$ cat config.mk
export PLATFORM = sky130hd
export DESIGN_NAME = evtimer_top
export DESIGN_NICKNAME = d
export VERILOG_FILES = /design/src/rtl/evtimer_pkg.sv /design/src/rtl/tmr_pin_sync.sv /design/src/rtl/tmr_counter.sv /design/src/rtl/tmr_sticky.sv /design/src/rtl/tmr_pin_mux.sv /design/src/rtl/evtimer_top.sv
export SDC_FILE = /design/constraint.sdc
export NUM_CORES = 1
export LEC_CHECK = 0
export BUFFER_PORTS_ARGS = -buffer_cell sky130_fd_sc_hd__clkbuf_2
export CORE_UTILIZATION = 48
export DETAILED_ROUTE_END_ITERATION = 10
export PLACE_DENSITY_LB_ADDON = 0.08
export SLEW_MARGIN = 10
export SYNTH_ARGS = -nofsm -noshare
export SYNTH_HDL_FRONTEND = slang
export SYNTH_HIERARCHICAL = 1
export SYNTH_SLANG_ARGS = --single-unit
$ cat constraint.sdc
create_clock -name clk -period 2.6 [get_ports clk]
set_input_delay 0 -clock clk [delete_from_list [all_inputs] [get_ports clk]]
set_output_delay 0 -clock clk [all_outputs]
set_load 0.005 [all_outputs]
$ cat src/rtl/evtimer_pkg.sv
package evtimer_pkg;
  typedef enum logic [1:0] {
    MODE_GPIO      = 2'd0,
    MODE_PIN_EVT   = 2'd1,
    MODE_PULSE_OUT = 2'd2,
    MODE_CLK_CNT   = 2'd3
  } tmr_mode_e;

  localparam int FLAG_CMP = 0;
  localparam int FLAG_OVF = 1;
  localparam int N_FLAGS  = 2;

  // pick the counted edge from the polarity bit
  function automatic logic pick_edge(input logic rise, input logic fall, input logic inv);
    return inv ? fall : rise;
  endfunction

  // clock modes count every cycle, pin mode counts edges, gpio never counts
  function automatic logic mode_event(input tmr_mode_e mode, input logic pin_edge);
    case (mode)
      MODE_PIN_EVT:                return pin_edge;
      MODE_PULSE_OUT, MODE_CLK_CNT: return 1'b1;
      default:                     return 1'b0;
    endcase
  endfunction
endpackage

$ cat src/rtl/tmr_pin_sync.sv
module tmr_pin_sync #(
  parameter int STAGES = 2
) (
  input  logic clk,
  input  logic rst_n,
  input  logic pin_i,
  output logic lvl_o,
  output logic rise_o,
  output logic fall_o
);
  logic [STAGES-1:0] chain_q;
  logic              prev_q;

  always_ff @(posedge clk or negedge rst_n) begin
    if (!rst_n) begin
      chain_q <= '0;
      prev_q  <= 1'b0;
    end else begin
      chain_q <= {chain_q[STAGES-2:0], pin_i};
      prev_q  <= chain_q[STAGES-1];
    end
  end

  assign lvl_o  = chain_q[STAGES-1];
  assign rise_o = lvl_o & ~prev_q;
  assign fall_o = ~lvl_o & prev_q;
endmodule

$ cat src/rtl/tmr_counter.sv
module tmr_counter #(
  parameter int W = 24
) (
  input  logic         clk,
  input  logic         rst_n,
  input  logic         start_i,
  input  logic         run_i,
  input  logic         evt_i,
  input  logic [W-1:0] load_i,
  input  logic [W-1:0] cmp_i,
  output logic [W-1:0] count_o,
  output logic         match_o,
  output logic         wrap_o
);
  localparam logic [W-1:0] ONE  = {{(W-1){1'b0}}, 1'b1};
  localparam logic [W-1:0] TOPV = {W{1'b1}};

  logic [W-1:0] count_q;
  logic [W-1:0] nxt;
  logic         primed_q;
  logic         take;

  // first event after start loads, later ones increment
  function automatic logic [W-1:0] step(input logic [W-1:0] cur, input logic primed,
                                        input logic [W-1:0] ld);
    return primed ? cur + ONE : ld;
  endfunction

  assign take    = run_i & evt_i;
  assign nxt     = step(count_q, primed_q, load_i);
  assign match_o = take & (nxt == cmp_i);
  assign wrap_o  = take & primed_q & (count_q == TOPV);

  always_ff @(posedge clk or negedge rst_n) begin
    if (!rst_n) begin
      count_q  <= '0;
      primed_q <= 1'b0;
    end else if (start_i) begin
      count_q  <= '0;
      primed_q <= 1'b0;
    end else if (take) begin
      count_q  <= nxt;
      primed_q <= 1'b1;
    end
  end

  assign count_o = count_q;
endmodule

$ cat src/rtl/tmr_sticky.sv
module tmr_sticky (
  input  logic clk,
  input  logic rst_n,
  input  logic keep_i,
  input  logic set_i,
  input  logic clr_i,
  output logic flag_o
);
  always_ff @(posedge clk or negedge rst_n) begin
    if (!rst_n)       flag_o <= 1'b0;
    else if (!keep_i) flag_o <= 1'b0;
    else if (set_i)   flag_o <= 1'b1;
    else if (clr_i)   flag_o <= 1'b0;
  end
endmodule

$ cat src/rtl/tmr_pin_mux.sv
module tmr_pin_mux
  import evtimer_pkg::*;
(
  input  tmr_mode_e mode_i,
  input  logic      enable_i,
  input  logic      dir_i,
  input  logic      wr_i,
  input  logic      inv_i,
  input  logic      out_lvl_i,
  input  logic      sync_lvl_i,
  output logic      pin_o,
  output logic      pin_oe_o,
  output logic      gpio_rd_o
);
  always_comb begin
    pin_o    = 1'b0;
    pin_oe_o = 1'b0;
    case (mode_i)
      MODE_GPIO: begin
        pin_o    = wr_i ^ inv_i;
        pin_oe_o = dir_i;
      end
      MODE_PULSE_OUT: begin
        pin_o    = out_lvl_i ^ inv_i;
        pin_oe_o = enable_i;
      end
      default: begin
        pin_o    = 1'b0;
        pin_oe_o = 1'b0;
      end
    endcase
  end

  assign gpio_rd_o = sync_lvl_i ^ inv_i;
endmodule

$ cat src/rtl/evtimer_top.sv
module evtimer_top
  import evtimer_pkg::*;
#(
  parameter int CNT_W       = 24,
  parameter int SYNC_STAGES = 2
) (
  input  logic             clk,
  input  logic             rst_n,
  input  logic [1:0]       mode_i,
  input  logic             enable_i,
  input  logic             inv_i,
  input  logic             cmp_ie_i,
  input  logic             ovf_ie_i,
  input  logic             dir_i,
  input  logic             wr_i,
  input  logic             init_lvl_i,
  input  logic [CNT_W-1:0] load_i,
  input  logic [CNT_W-1:0] cmp_i,
  input  logic             cmp_clr_i,
  input  logic             ovf_clr_i,
  input  logic             pin_i,
  output logic             pin_o,
  output logic             pin_oe_o,
  output logic             gpio_rd_o,
  output logic [CNT_W-1:0] count_o,
  output logic             cmp_flag_o,
  output logic             ovf_flag_o,
  output logic             cmp_irq_o,
  output logic             ovf_irq_o
);
  tmr_mode_e mode;
  logic      en_q;
  logic      start_evt;
  logic      run;
  logic      sync_lvl, sync_rise, sync_fall;
  logic      pin_edge;
  logic      evt;
  logic      match_evt;
  logic      wrap_evt;
  logic      out_q;
  logic [N_FLAGS-1:0] set_v, clr_v, flag_v, ie_v;

  assign mode      = tmr_mode_e'(mode_i);
  assign start_evt = enable_i & ~en_q;
  assign run       = enable_i & en_q;

  always_ff @(posedge clk or negedge rst_n) begin
    if (!rst_n) begin
      en_q  <= 1'b0;
      out_q <= 1'b0;
    end else begin
      en_q <= enable_i;
      if (start_evt)      out_q <= init_lvl_i;
      else if (match_evt) out_q <= ~out_q;
    end
  end

  tmr_pin_sync #(.STAGES(SYNC_STAGES)) u_sync (
    .clk   (clk),
    .rst_n (rst_n),
    .pin_i (pin_i),
    .lvl_o (sync_lvl),
    .rise_o(sync_rise),
    .fall_o(sync_fall)
  );

  assign pin_edge = pick_edge(sync_rise, sync_fall, inv_i);
  assign evt      = mode_event(mode, pin_edge);

  tmr_counter #(.W(CNT_W)) u_cnt (
    .clk    (clk),
    .rst_n  (rst_n),
    .start_i(start_evt),
    .run_i  (run),
    .evt_i  (evt),
    .load_i (load_i),
    .cmp_i  (cmp_i),
    .count_o(count_o),
    .match_o(match_evt),
    .wrap_o (wrap_evt)
  );

  assign set_v[FLAG_CMP] = match_evt;
  assign set_v[FLAG_OVF] = wrap_evt;
  assign clr_v[FLAG_CMP] = cmp_clr_i;
  assign clr_v[FLAG_OVF] = ovf_clr_i;
  assign ie_v[FLAG_CMP]  = cmp_ie_i;
  assign ie_v[FLAG_OVF]  = ovf_ie_i;

  for (genvar g = 0; g < N_FLAGS; g++) begin : g_flag
    tmr_sticky u_flag (
      .clk   (clk),
      .rst_n (rst_n),
      .keep_i(enable_i),
      .set_i (set_v[g]),
      .clr_i (clr_v[g]),
      .flag_o(flag_v[g])
    );
  end

  assign cmp_flag_o = flag_v[FLAG_CMP];
  assign ovf_flag_o = flag_v[FLAG_OVF];
  assign cmp_irq_o  = flag_v[FLAG_CMP] & ie_v[FLAG_CMP];
  assign ovf_irq_o  = flag_v[FLAG_OVF] & ie_v[FLAG_OVF];

  tmr_pin_mux u_mux (
    .mode_i    (mode),
    .enable_i  (enable_i),
    .dir_i     (dir_i),
    .wr_i      (wr_i),
    .inv_i     (inv_i),
    .out_lvl_i (out_q),
    .sync_lvl_i(sync_lvl),
    .pin_o     (pin_o),
    .pin_oe_o  (pin_oe_o),
    .gpio_rd_o (gpio_rd_o)
  );
endmodule

==> run_results.csv <==
group,metric,value,unit
run_status,status,"finished, violations left",
run_status,violations,"design-rule violations, negative setup slack",
placement,dp_hpwl,8960,um
timing,rsz0062_at_grt,"yes",
layout,drive_gt1_frac,0.419,
flow_run,maxCapViolations,0,
layout,num-nets-final,616,
drt,drt-vias-per-instance,5.93,
yosys,yosys.area.top_type,"dfrtp_1",
global_route,grt_pass1_vias,3485,
timing,fin_crit_sh,1.06,
placement,portBuffers,92,
timing,tightest_slew,0.899,ns
yosys,synth-edff-count,0,
layout,final_area,4520,um^2
global_route,grt_start_max_net_pins,33,
yosys,synth_top_area_share,0.243,
yosys,syn_nets,460,
layout,syn_to_final_growth,37.2,%
drt,ant_nets,0,
timing,finalWorstSetupSlack,-0.154,ns
placement,placed_cell_area,4210,um^2
yosys,syn-cell-area,3290,um^2
min_path,hp-class,"primary input to register",
timing,fin_worst_skew,0.0103,ns
yosys,yosysMostFrequentCell,"dfrtp_1",
timing,layout_min_cycle_time,2.75,ns
global_route,grt_pass1_wl,18200,um
timing,final_hold_viol_count,0,
yosys,avgSynthCellArea,8.30,um^2
critical_path,cp.arrival,2.93,ns
drt,wirelength,11500,um
layout,final_util,0.696,
min_path,worstHoldStart,"load_i[12]",
placement,gp_congestion,0.923,
power_and_ir_drop,internal_power,1.23,mW
critical_path,required,2.77,ns
floorplan,die_h,84.8,um
yosys,yosys-top-cells-count,"dfrtp_1, a21oi_1, nor2_1",
floorplan,start_util,0.507,
drt,drt_iter0_drc,332,
cts,clk_path_buf_depth,2,
cts,cts_root_buf,"clkbuf_8",
floorplan,die_x,84.8,um
drt,wl_per_cell,18.2,um
critical_path,crit_type,"register to register",
global_route,grt-ovfl-total,0,
yosys,ys_seq_elements,32,
critical_path,worstSetupEndpointType,"register",
power_and_ir_drop,pwr-share-comb,0.470,
cts,cts_tree,"done",
critical_path,crit_fanout,4,
critical_path,cp-start-kind,"register",
floorplan,io_pins,93,
power_and_ir_drop,peakVddDrop,0.282,mV
yosys,netlist-cell-type-count,67,
placement,dp_slack,-0.179,ns
power_and_ir_drop,finalPower,2.02,mW
timing,fin_tns_setup,-0.154,ns
cts,cts_max_level,2,
timing,setup_violations,1,
yosys,seq_area_frac_synth,0.243,
yosys,synth_ff_type,"dfrtp_1",
cts,cts_num_sinks,32,
critical_path,crit_start,"u_cnt/count_o[15]",
power_and_ir_drop,p_seq_frac,0.326,
critical_path,ff2ff_setup_slack,-0.15,ns
floorplan,dieArea,7200,um^2
layout,antenna_cells,0,
power_and_ir_drop,clock_power_share,0.204,
power_and_ir_drop,switching_share,0.388,
timing,drv_slew,0,
yosys,ys_warn_count,6,
power_and_ir_drop,p_leak,2.11,nW
yosys,synthTopCellsByArea,"dfrtp_1, xor2_1, xnor2_1, a21oi_1, a22oi_1",
power_and_ir_drop,pwr_density_cell,446,nW/um^2
floorplan,rows,29,
cts,clock_latency,0.29,ns
global_route,grt_usage,0.326,
power_and_ir_drop,p_switching,782,uW
critical_path,worstReg2RegStart,"u_cnt/count_o[15]",
global_route,antenna_found_initial,0,
drt,dr.pass1.iters,9,
drt,num_vias,3741,
cts,cts_buffers,5,
timing,fmax,363,MHz
timing,slew_headroom,0.400,
yosys,synth-async-reset-ratio,1.00,
drt,drc,9,
floorplan,coreArea,6490,um^2
yosys,synthCells,397,
cts,clk_pin_slew,0.07,ns
final cells by class:
| type | instances | area [um^2] |
|---|---|---|
| sequential | 32 | 807 |
| inverter | 10 | 37.5 |
| clock inverter | 2 | 10.0 |
| multi-input combinational | 323 | 2330 |
| clock buffer | 6 | 82.6 |
| timing repair buffer | 181 | 1160 |
| fill | 548 | 1970 |
| tap | 77 | 96.3 |
layer usage:
| layer | share of wire | track usage |
|---|---|---|
| met3 | 0.082 | 0.0418 |
| met2 | 0.46 | 0.525 |
| met1 | 0.45 | 0.470 |
| met5 | 0 | 0 |
| met4 | 0.013 | 0.0740 |
registers in the layout, indices dropped and copies added (netlist names):
register / count
en_q: 1
out_q: 1
u_cnt/count_o: 24
u_sync/prev_q: 1
u_sync/chain_q: 2
u_cnt/primed_q: 1
g_flag.u_flag/flag_o: 2
worst max-delay path, cell delays in order, from the launching register on:
cell	delay (ns)
dfrtp_1	0.43
nand4_1	0.29
buf_4	0.24
a221o_1	0.32
a2111oi_1	0.36
and3_1	0.23
o2111ai_2	0.12
nor4b_4	0.30
xor2_1	0.10
mux2_2	0.26
logic make-up (layout without fill, tap and decap cells):
| family | count (synthesis) | in the layout | share of synthesized area |
|---|---|---|---|
| buffers and inverters | 42 | 199 | 0.0862 |
| AO/OA/AOI/OAI | 107 | 107 | 0.213 |
| AND/OR/NAND/NOR | 152 | 152 | 0.271 |
| multiplexers | 17 | 17 | 0.0566 |
| adder cells (fa/ha/maj) | 1 | 1 | 0.00380 |
| XOR/XNOR | 46 | 46 | 0.127 |
| flip-flops | 32 | 32 | 0.243 |
cells in the final DEF, fill, tap and decap left out, types with 3 or more instances in the layout:
| cell type | n |
|---|---|
| xnor2_1 | 16 |
| mux2i_1 | 7 |
| dfrtp_2 | 5 |
| o21ai_0 | 19 |
| buf_6 | 5 |
| nor2_1 | 30 |
| nand4_1 | 15 |
| dlygate4sd3_1 | 4 |
| nor2b_4 | 3 |
| inv_1 | 10 |
| clkbuf_8 | 6 |
| nor4_1 | 5 |
| nand2_1 | 27 |
| buf_4 | 80 |
| a211oi_1 | 5 |
| o22ai_1 | 4 |
| xor2_1 | 27 |
| dfrtp_1 | 27 |
| nand3_2 | 3 |
| nor3_1 | 15 |
| nor4_4 | 3 |
| and2_1 | 4 |
| o21a_1 | 5 |
| mux2_2 | 8 |
| and3_1 | 5 |
| clkbuf_2 | 92 |
| a21oi_1 | 30 |
| nand3_1 | 8 |
| nor2b_1 | 11 |
| a22oi_1 | 16 |
worst paths after layout:
kind                                endpoint  cells past startpoint
max                                    out_q                      9
min                        u_cnt/count_o[12]                      3
max reg2reg                            out_q                      9
min reg2reg                u_sync/chain_q[1]                      0
max in group asynchronous   u_cnt/count_o[2]                      2
min in group asynchronous      u_sync/prev_q                      2
power groups by stage:
stage	sequential, mW	clock (mW)	combinational [mW]
final	0.657	0.412	0.948
after global routing	0.666	0.434	1.03
after CTS	0.654	0.418	0.911
after detailed placement	0.661	0	0.893
after global placement	0.658	0	0.885
after floorplan	0.642	0	0.545
metrics by stage:
stage | std cells | hold WS, ns
floorplan | 397 | -0.296
global placement | 609 | 0.108
detailed placement | 609 | 0.111
CTS | 623 | 0.0241
global route | 631 | 0.0271
finish | 631 | 0.0312
what timing repair did:
action / in CTS / in global routing
hold buffers: 4 / 0
resized for setup: 6 / 19
setup endpoints to repair: 1 / 3
hold endpoints to repair: 35 / 0
setup buffers: 2 / 8
pin swaps: 2 / 17
Note: power is estimated with default switching activity, not from simulation.
